### config.mk
export PLATFORM = sky130hd
export DESIGN_NAME = mdu_top
export DESIGN_NICKNAME = d
export VERILOG_FILES = /design/src/rtl/mdu_pkg.sv /design/src/rtl/mdu_mul_core.sv /design/src/rtl/mdu_div_core.sv /design/src/rtl/mdu_hilo.sv /design/src/rtl/mdu_top.sv
export SDC_FILE = /design/constraint.sdc
export NUM_CORES = 1
export LEC_CHECK = 0
export BUFFER_PORTS_ARGS = -buffer_cell sky130_fd_sc_hd__buf_2
export CORE_MARGIN = 2
export CORE_UTILIZATION = 57
export DETAILED_ROUTE_END_ITERATION = 7
export PLACE_DENSITY = 0.78
export SLEW_MARGIN = 20
export SYNTH_ARGS = -nofsm -noshare
export SYNTH_HDL_FRONTEND = slang
export SYNTH_SLANG_ARGS = --single-unit
### constraint.sdc
create_clock -name clk -period 3.25 [get_ports clk]
set_input_delay 0.1625 -clock clk [delete_from_list [all_inputs] [get_ports clk]]
set_output_delay 0.1625 -clock clk [all_outputs]
set_load 0.02 [all_outputs]
### src/rtl/mdu_pkg.sv
package mdu_pkg;
  typedef enum logic [1:0] {
    OP_MUL_S = 2'd0,
    OP_MUL_U = 2'd1,
    OP_DIV_S = 2'd2,
    OP_DIV_U = 2'd3
  } mdu_op_e;
endpackage

### src/rtl/mdu_mul_core.sv
module mdu_mul_core #(
  parameter int W = 32
) (
  input  logic           clk,
  input  logic           rst_n,
  input  logic           start,
  input  logic [W-1:0]   mcand_i,
  input  logic [W-1:0]   mplier_i,
  output logic           done_o,
  output logic [2*W-1:0] prod_o
);
  localparam int CW = $clog2(W + 1);

  logic           run_q;
  logic           done_q;
  logic [CW-1:0]  cnt_q;
  logic [W-1:0]   mcand_q;
  logic [2*W-1:0] prod_q;
  logic [W:0]     sum;

  // partial sum of the upper half plus the multiplicand when the low bit is set
  always_comb begin
    sum = {1'b0, prod_q[2*W-1:W]} + (prod_q[0] ? {1'b0, mcand_q} : '0);
  end

  always_ff @(posedge clk) begin
    if (!rst_n) begin
      run_q   <= 1'b0;
      done_q  <= 1'b0;
      cnt_q   <= '0;
      mcand_q <= '0;
      prod_q  <= '0;
    end else begin
      done_q <= 1'b0;
      if (start) begin
        run_q   <= 1'b1;
        cnt_q   <= CW'(W);
        mcand_q <= mcand_i;
        prod_q  <= {{W{1'b0}}, mplier_i};
      end else if (run_q) begin
        prod_q <= {sum, prod_q[W-1:1]};
        cnt_q  <= cnt_q - 1'b1;
        if (cnt_q == CW'(1)) begin
          run_q  <= 1'b0;
          done_q <= 1'b1;
        end
      end
    end
  end

  assign done_o = done_q;
  assign prod_o = prod_q;

  assert_mul_fin_R7: assert property (@(posedge clk) disable iff (!rst_n)
    $fell(run_q) |-> done_q);
  assert_mul_cnt_R7: assert property (@(posedge clk) disable iff (!rst_n)
    run_q |-> (cnt_q != '0));
endmodule

### src/rtl/mdu_div_core.sv
module mdu_div_core #(
  parameter int W = 32
) (
  input  logic         clk,
  input  logic         rst_n,
  input  logic         start,
  input  logic [W-1:0] dvd_i,
  input  logic [W-1:0] dvs_i,
  output logic         done_o,
  output logic [W-1:0] quo_o,
  output logic [W-1:0] rem_o
);
  localparam int CW = $clog2(W + 1);

  logic          run_q;
  logic          done_q;
  logic [CW-1:0] cnt_q;
  logic [W-1:0]  dvs_q;
  logic [W-1:0]  rem_q;
  logic [W-1:0]  quo_q;
  logic [W:0]    shifted;
  logic          fits;
  logic [W-1:0]  rem_nxt;

  // restoring step: bring in the next dividend bit, subtract when it fits
  always_comb begin
    shifted = {rem_q, quo_q[W-1]};
    fits    = (shifted >= {1'b0, dvs_q});
    rem_nxt = fits ? W'(shifted - {1'b0, dvs_q}) : shifted[W-1:0];
  end

  always_ff @(posedge clk) begin
    if (!rst_n) begin
      run_q  <= 1'b0;
      done_q <= 1'b0;
      cnt_q  <= '0;
      dvs_q  <= '0;
      rem_q  <= '0;
      quo_q  <= '0;
    end else begin
      done_q <= 1'b0;
      if (start) begin
        run_q <= 1'b1;
        cnt_q <= CW'(W);
        dvs_q <= dvs_i;
        rem_q <= '0;
        quo_q <= dvd_i;
      end else if (run_q) begin
        rem_q <= rem_nxt;
        quo_q <= {quo_q[W-2:0], fits};
        cnt_q <= cnt_q - 1'b1;
        if (cnt_q == CW'(1)) begin
          run_q  <= 1'b0;
          done_q <= 1'b1;
        end
      end
    end
  end

  assign done_o = done_q;
  assign quo_o  = quo_q;
  assign rem_o  = rem_q;

  assert_div_fin_R7: assert property (@(posedge clk) disable iff (!rst_n)
    $fell(run_q) |-> done_q);
  assert_div_rem_R4: assert property (@(posedge clk) disable iff (!rst_n)
    (done_q && dvs_q != '0) |-> (rem_q < dvs_q));
endmodule

### src/rtl/mdu_hilo.sv
module mdu_hilo #(
  parameter int W = 32
) (
  input  logic         clk,
  input  logic         rst_n,
  input  logic         wr_en,
  input  logic [W-1:0] hi_in,
  input  logic [W-1:0] lo_in,
  input  logic         busy,
  input  logic         rd_en,
  input  logic         rd_sel_hi,
  output logic [W-1:0] rd_data,
  output logic         rd_stall
);
  logic [W-1:0] hi_q;
  logic [W-1:0] lo_q;

  always_ff @(posedge clk) begin
    if (!rst_n) begin
      hi_q <= '0;
      lo_q <= '0;
    end else if (wr_en) begin
      hi_q <= hi_in;
      lo_q <= lo_in;
    end
  end

  assign rd_data  = rd_sel_hi ? hi_q : lo_q;
  assign rd_stall = rd_en && busy;

  assert_stall_busy_R9: assert property (@(posedge clk) disable iff (!rst_n)
    rd_stall |-> busy);
  assert_regs_hold_R7: assert property (@(posedge clk) disable iff (!rst_n)
    !wr_en |=> ($stable(hi_q) && $stable(lo_q)));
  assert_write_busy_R7: assert property (@(posedge clk) disable iff (!rst_n)
    wr_en |-> busy);
endmodule

### src/rtl/mdu_top.sv
module mdu_top #(
  parameter int DATA_W = 32
) (
  input  logic              clk,
  input  logic              rst_n,
  input  logic              start,
  input  logic [1:0]        op,
  input  logic [DATA_W-1:0] src_a,
  input  logic [DATA_W-1:0] src_b,
  output logic              busy,
  input  logic              rd_en,
  input  logic              rd_sel_hi,
  output logic [DATA_W-1:0] rd_data,
  output logic              rd_stall
);
  import mdu_pkg::*;
  localparam int W = DATA_W;

  mdu_op_e      op_e;
  logic         start_acc, is_div, is_signed, a_neg, b_neg;
  logic [W-1:0] mag_a, mag_b;
  logic         busy_q, div_q, neg_prod_q, neg_quo_q, neg_rem_q, dz_q;
  logic [W-1:0] a_raw_q;
  logic         mul_done, div_done, core_done;
  logic [2*W-1:0] prod, prod_fix;
  logic [W-1:0] quo, rem;
  logic [W-1:0] hi_res, lo_res;

  always_comb begin
    op_e      = mdu_op_e'(op);
    start_acc = start && !busy_q;
    is_div    = (op_e == OP_DIV_S) || (op_e == OP_DIV_U);
    is_signed = (op_e == OP_MUL_S) || (op_e == OP_DIV_S);
    a_neg     = is_signed && src_a[W-1];
    b_neg     = is_signed && src_b[W-1];
    mag_a     = a_neg ? (~src_a + 1'b1) : src_a;
    mag_b     = b_neg ? (~src_b + 1'b1) : src_b;
  end

  always_ff @(posedge clk) begin
    if (!rst_n) begin
      busy_q     <= 1'b0;
      div_q      <= 1'b0;
      neg_prod_q <= 1'b0;
      neg_quo_q  <= 1'b0;
      neg_rem_q  <= 1'b0;
      dz_q       <= 1'b0;
      a_raw_q    <= '0;
    end else if (core_done) begin
      busy_q <= 1'b0;
    end else if (start_acc) begin
      busy_q     <= 1'b1;
      div_q      <= is_div;
      neg_prod_q <= a_neg ^ b_neg;
      neg_quo_q  <= a_neg ^ b_neg;
      neg_rem_q  <= a_neg;
      dz_q       <= (src_b == '0);
      a_raw_q    <= src_a;
    end
  end

  mdu_mul_core #(.W(W)) i_mul (
    .clk      (clk),
    .rst_n    (rst_n),
    .start    (start_acc && !is_div),
    .mcand_i  (mag_a),
    .mplier_i (mag_b),
    .done_o   (mul_done),
    .prod_o   (prod)
  );

  mdu_div_core #(.W(W)) i_div (
    .clk    (clk),
    .rst_n  (rst_n),
    .start  (start_acc && is_div),
    .dvd_i  (mag_a),
    .dvs_i  (mag_b),
    .done_o (div_done),
    .quo_o  (quo),
    .rem_o  (rem)
  );

  assign core_done = mul_done || div_done;

  // sign fix-up and divide-by-zero override
  always_comb begin
    prod_fix = neg_prod_q ? (~prod + 1'b1) : prod;
    if (div_q) begin
      if (dz_q) begin
        hi_res = a_raw_q;
        lo_res = '1;
      end else begin
        hi_res = neg_rem_q ? (~rem + 1'b1) : rem;
        lo_res = neg_quo_q ? (~quo + 1'b1) : quo;
      end
    end else begin
      hi_res = prod_fix[2*W-1:W];
      lo_res = prod_fix[W-1:0];
    end
  end

  mdu_hilo #(.W(W)) i_hilo (
    .clk       (clk),
    .rst_n     (rst_n),
    .wr_en     (core_done),
    .hi_in     (hi_res),
    .lo_in     (lo_res),
    .busy      (busy_q),
    .rd_en     (rd_en),
    .rd_sel_hi (rd_sel_hi),
    .rd_data   (rd_data),
    .rd_stall  (rd_stall)
  );

  assign busy = busy_q;

  assert_busy_hold_R7: assert property (@(posedge clk) disable iff (!rst_n)
    (busy_q && !core_done) |=> busy_q);
  assert_start_ignored_R8: assert property (@(posedge clk) disable iff (!rst_n)
    (busy_q && start) |=> ($stable(a_raw_q) && $stable(div_q) && $stable(dz_q)));
  assert_done_single_R7: assert property (@(posedge clk) disable iff (!rst_n)
    $onehot0({mul_done, div_done}));
  assert_done_busy_R7: assert property (@(posedge clk) disable iff (!rst_n)
    core_done |-> busy_q);
endmodule

# == Yosys cells after proc, flatten, opt, wreduce, memory -nomap -nowiden ==
# Index checks and enable logic that the tools add are counted.
# op_classes
bitwise_logic,10
addsub,9
reduce_logical,21
muxes,28
n_lt_le_gt_ge,1
eq_ne,4
# ops
operator,n
$mux W32,15
$add A32 B1 Y32 const B,4
$not A32 Y32,4
$add A64 B1 Y64 const B,1
$mux W64,1
$not A64 Y64,1
$add A32 B32 Y33,1
$ge A33 B32 Y1,1
$logic_not A32 Y1,1
$sub A32 B32 Y32,1
$mux W6,4
$eq A6 B1 Y1 const B,2
$sub A6 B1 Y6 const B,2
$mux W1,8
$logic_and A1 B1 Y1,6
$reduce_or A2 Y1,3
$reduce_or A3 Y1,2
$eq A2 B2 Y1 const B,2
$not A1 Y1,4
$reduce_bool A2 Y1,2
$logic_or A1 B1 Y1,3
$logic_not A1 Y1,2
$logic_not A2 Y1,1
$reduce_and A2 Y1,1
$xor A1 B1 Y1,1
# word_totals
word_cells,95
regBits,309
in_bits,71
output_inout_bits,34

# == Longest topological paths before layout ==
# logic_depth
ltp_word,5
depth_mapped,13
mapped_depth_nobuf,12

# == By module ==
# A second synthesis with hierarchy kept.
# unflattened
cells_unflattened,2706
area_unflattened_um2,22096.2
# modules_own_cells
mod,n_inst,cells_per_inst,area_each_um2,seq_area_each_um2
mdu_top,1,1001,6735.2,740.7
mdu_div_core,1,745,6388.6,2082.0
mdu_mul_core,1,717,6115.9,2082.0
mdu_hilo,1,243,2856.5,1281.2

# == Worst setup path before layout ==
# OpenSTA, ideal clock, no wires.
# synth_timing
kind,register -> register
start,"register i_mul.prod_q[39], in the netlist i_mul.prod_o[39]"
end,register i_hilo.hi_q[31]
path_stages_with_launch,10
required_time_ns,3.130
arrival_time_ns,2.918
synth_period_minus_slack_ns,3.037
setup_slack_ns,0.213
n_path_buf,1
setup_ns,0.120
cell_sequence,dfxtp_1 > or4_4 > or4_4 > or4_4 > or3_1 > buf_6 > o31ai_4 > xor2_1 > nor2_1 > a211o_1
# synth_via
elab_chain_cells,4
# synth_lines
item,line,source
start: declaration,mdu_mul_core.sv:18,logic [2*W-1:0] prod_q;
start signal: assignment,mdu_mul_core.sv:39,"prod_q <= {{W{1'b0}}, mplier_i};"
start signal: assignment,mdu_mul_core.sv:41,"prod_q <= {sum, prod_q[W-1:1]};"
$not A64 Y64,mdu_top.sv:87,prod_fix = neg_prod_q ? (~prod + 1'b1) : prod;
$add A64 B1 Y64,mdu_top.sv:87,
$mux W64,mdu_top.sv:87,
$mux W32,mdu_top.sv:88,if (div_q) begin
end signal: assignment,mdu_hilo.sv:23,hi_q <= hi_in;
end: declaration,mdu_hilo.sv:15,logic [W-1:0] hi_q;
# No other way between the ends.
# A chain may end at the register's enable or synchronous reset.

# == Final worst setup path ==
# layout_timing
start,"register i_mul.prod_q[0], in the netlist i_mul.prod_o[0]"
end,"register i_mul.prod_q[61], in the netlist i_mul.prod_o[61]"
# layout_via
elab_chain_cells,2
# layout_lines
item,line,source
$mux W32,mdu_mul_core.sv:23,"sum = {1'b0, prod_q[2*W-1:W]} + (prod_q[0] ? {1'b0, mcand_q} : '0);"
$add A32 B32 Y33,mdu_mul_core.sv:23,
# No other way between the ends.

==> summary.md <==
| Metric | Value |
|---|---|
| Clk_lat worst skew | around 0.54 ns |
| Sequential Power Share | 0.373 |
| Root buffer cell | clkbuf_16 |
| Postcts setup bufs | 0 |
| Setup crit start kind | flip-flop |
| Starting Density | 0.576 |
| CTS tree | yes |
| Clock power frac | 0.373 |
| Mapped Area | 0.0204 mm2 |
| Core ar. | about 0.035 mm2 |
| #FFs+latches synth | a little over 300 |
| Clock buffer depth | 3 |
| P_int | 7.55 mW |
| Mean Syn Cell Area | between 7 and 8 um2 |
| First-pass GRT wire length | approximately 110000 um |
| Critical path fanouts, max | 22 |
| Post-synth EDFFs | 0 |
| Mapped Nets | approximately 2800 |
| CP arrival | 3.60 ns |
| Placed wire-length estimate | 53900 um |
| Starting DRC count in detailed routing | roughly 2300 |
| Vias | between 20000 and 25000 |
| Setup TNS | 0 ns |
| Critical path capture point type | flip-flop |
| GPL Wtd Cong | 0.993 |
| Period utilisation layout | 0.985 |
| Final setup viols | 0 |
| Synth cell types | 76 |
| Tightest Pin Transition | 1.14 ns |
| Die Ht | a little under 200 um |
| Skew final | 0.0251 ns |
| Final slew viol count | 0 |
| Fillers | 3023 |
| Worst min-delay path category | input pin to flip-flop |
| Die area | between 0.03 and 0.04 mm2 |
| Gate Count Post-Synth | ~2600 |
| ANT nets after route | 0 |
| Synth-to-layout area growth | 15.0% |
| Max Cap Violations | 0 |
| Std cell rows | between 60 and 70 |
| Global Route Usage Sum | 0.372 |
| Power Density | 477 mW/mm2 |
| CP max stage cell | dfxtp_1 |
| Post-synth top flop | dfxtp_1 |
| Critical Path, Cell by Cell | buf_4 > and2_1 > ha_1 > o21ai_0 > a21oi_2 > o211ai_1 > a21oi_2 > nor2_1 > a2111oi_0 > buf_4 > mux2i_1 > o311ai_0 |
| Fmax | ~310 MHz |
| RSZ-0062 raised after global routing | true |
| Hold Vio Cnt, Final | 0 |
| Top Ports | ~110 |
| Critical Path RT | roughly 3.7 ns |
| Net Sw Frac | 0.327 |
| Die W | between 150 and 200 um |
| Drt first pass iters | 7 |
| DR DRC count | 0 |
| Synth warn | 0 |
| Vias per cell | roughly 6.5 |
| Nets@finish | approximately 2900 |
| VDD IR-drop max | 0.590 mV |
| Status | completed |
| CP peak stage delay | approximately 0.48 ns |
| TritonCTS Buffers | 37 |
| Static Leak | between 9 and 10 nW |
| Pwr Total | approximately 11 mW |
| H-tree lvl count | 2 |
| Flop2flop setup slack | between 0.04 and 0.05 ns |
| Crit path kind | flip-flop to flip-flop |
| Seq/Total Area, Yosys | 0.303 |
| Vias in the first global route | 19400 |
| Wire per inst | ~22 um |
| Relative slew slack | 0.238 |
| CTS Sinks | between 300 and 400 |
| Largest net degree at the start of global routing | 120 |
| Initial antenna violation count | 0 |
| Congestion Overflow GR | 0 |
| Clock transition at path regs | roughly 0.060 ns |
| Count of input and output buffers | between 100 and 150 |
| Tmin final | 3.20 ns |
| Reg area | 0.00620 mm2 |
| Area of the multi-input gates | 0.0134 mm2 |
| Final WL | between 70000 and 80000 um |
| Sw Pwr | 3.67 mW |
| Combinational power share | 0.253 |
| FFs w/ async S/R, synth | 0 |
| Share of cells above drive strength 1 | 0.137 |
==> cell usage in the layout, fill, tap and decap left out, drive strengths merged, types with 50 or more instances in the layout <==
cell / count
o21ai: 178
a21oi: 201
buf: 224
clkbuf: 56
nand2: 312
xor2: 88
ha: 73
nor2: 190
inv: 83
nor3: 52
xnor2: 134
dfxtp: 309
nand3: 50
a211oi: 157
nor2b: 59
==> through the flow <==
| step | worst slack, ns | hold slack (ns) | utilization | instances | area, um2 |
|---|---|---|---|---|---|
| detailed placement | 0.0173 | 0.410 | 0.616 | 3137 | 21800 |
| CTS | 0.00243 | 0.00810 | 0.661 | 3241 | 23500 |
| floorplan | 0.213 | 0.273 | - | 2625 | 20400 |
| global placement | 0.0347 | 0.405 | 0.616 | 3137 | 21800 |
| global route | -0.118 | 0.0340 | 0.663 | 3241 | 23500 |
| finish | 0.0496 | 0.0257 | 0.663 | 3242 | 23500 |
==> worst max-delay path, delay by kind of cell (launching register included) <==
kind / cells / cell delay, ns
buffers and inverters: 2 / 0.49
flip-flops: 1 / 0.48
AO/OA/AOI/OAI: 6 / 1.47
adder cells (fa/ha/maj): 1 / 0.22
multiplexers: 1 / 0.16
AND/OR/NAND/NOR: 2 / 0.24
==> state kept, by name, summed over array words and instances, names as in the netlist <==
register       cells
i_div.quo_o       32
busy               1
i_div.cnt_q        6
i_mul.done_o       1
dz_q               1
i_hilo.hi_q       32
a_raw_q           32
i_mul.run_q        1
i_div.done_o       1
i_mul.cnt_q        6
i_div.rem_o       32
i_div.dvs_q       32
i_div.run_q        1
neg_quo_q          1
i_hilo.lo_q       32
i_mul.mcand_q     32
neg_rem_q          1
i_mul.prod_o      64
div_q              1
==> power by group through the flow <==
stage | clock, mW | combinational [mW] | sequential (mW)
6_report | 4.19 | 2.84 | 4.19
4_1_cts | 4.20 | 2.76 | 4.18
5_1_grt | 4.35 | 3.06 | 4.21
3_3_place_gp | 0 | 2.65 | 4.25
2_1_floorplan | 0 | 1.85 | 4.18
3_5_place_dp | 0 | 2.70 | 4.26
==> synthesized netlist by cell type, types with 15 or more instances <==
library cell | count | area share
buf_1 | 17 | 0.0031
or3_1 | 20 | 0.0061
nand2_1 | 312 | 0.057
o211ai_1 | 32 | 0.012
o41ai_1 | 25 | 0.011
nor4_1 | 22 | 0.0067
or4_1 | 27 | 0.0099
and2_1 | 42 | 0.013
nor3_1 | 52 | 0.013
clkbuf_1 | 148 | 0.027
a21o_1 | 26 | 0.0095
xor2_1 | 88 | 0.038
inv_1 | 80 | 0.015
ha_1 | 73 | 0.045
or2_2 | 16 | 0.0049
nand2b_1 | 16 | 0.0049
a211oi_1 | 157 | 0.058
dfxtp_1 | 309 | 0.30
nor2_1 | 190 | 0.035
mux2_2 | 41 | 0.023
o21ai_0 | 175 | 0.043
o221ai_1 | 21 | 0.0090
a21oi_1 | 201 | 0.049
nor2b_1 | 59 | 0.018
o21a_1 | 15 | 0.0055
mux2i_1 | 42 | 0.021
xnor2_1 | 134 | 0.057
o31ai_1 | 37 | 0.014
nand3_1 | 50 | 0.012
and3_1 | 20 | 0.0061
a31oi_1 | 25 | 0.0076
==> timing repair <==
item / in CTS / in global routing
setup endpoints to repair: 1 / 12
pin swaps: 0 / 2
resized for setup: 2 / 12
hold buffers: 37 / 0
gates cloned: 0 / 0
endpoints found under the hold margin: 39 / 0
==> cell type report <==
cell class	count	share of cell area
repair buffers	261	0.0783
well taps	461	0.0245
flip-flops and latches	309	0.263
multi-input cells	2061	0.568
inverters	82	0.0133
diodes	1	0.000106
clock buffers	56	0.0480
clock inverters	11	0.00415
==> layer usage <==
layer,vias up,GRT usage,wire length (um)
li1,9775,-,-
met1,9860,0.507,30600
met2,1069,0.568,31000
met3,221,0.0671,6710
met4,0,0.177,3800
met5,-,0,0
==> worst paths after layout <==
kind	start	endpoint	cells after the start
worst min register to register	i_mul.mcand_q[0]	i_mul.mcand_q[0]	2
worst max-delay path	i_mul.prod_o[0]	i_mul.prod_o[61]	12
worst min-delay path	src_b[31]	dz_q	4
worst max register to register	i_mul.prod_o[0]	i_mul.prod_o[61]	12
==> logic make-up (layout without fill, tap and decap cells) <==
logic type | after synthesis | after routing | share of synthesized area
flops | 309 | 309 | 0.303
compound gates | 817 | 817 | 0.262
simple gates | 864 | 864 | 0.203
other cells | 0 | 1 | 0
buf+inv | 255 | 410 | 0.0483
xor+xnor | 222 | 222 | 0.0951
mux | 83 | 83 | 0.0431
fa+ha+maj | 75 | 75 | 0.0466
(Power assumes the default switching activity.)
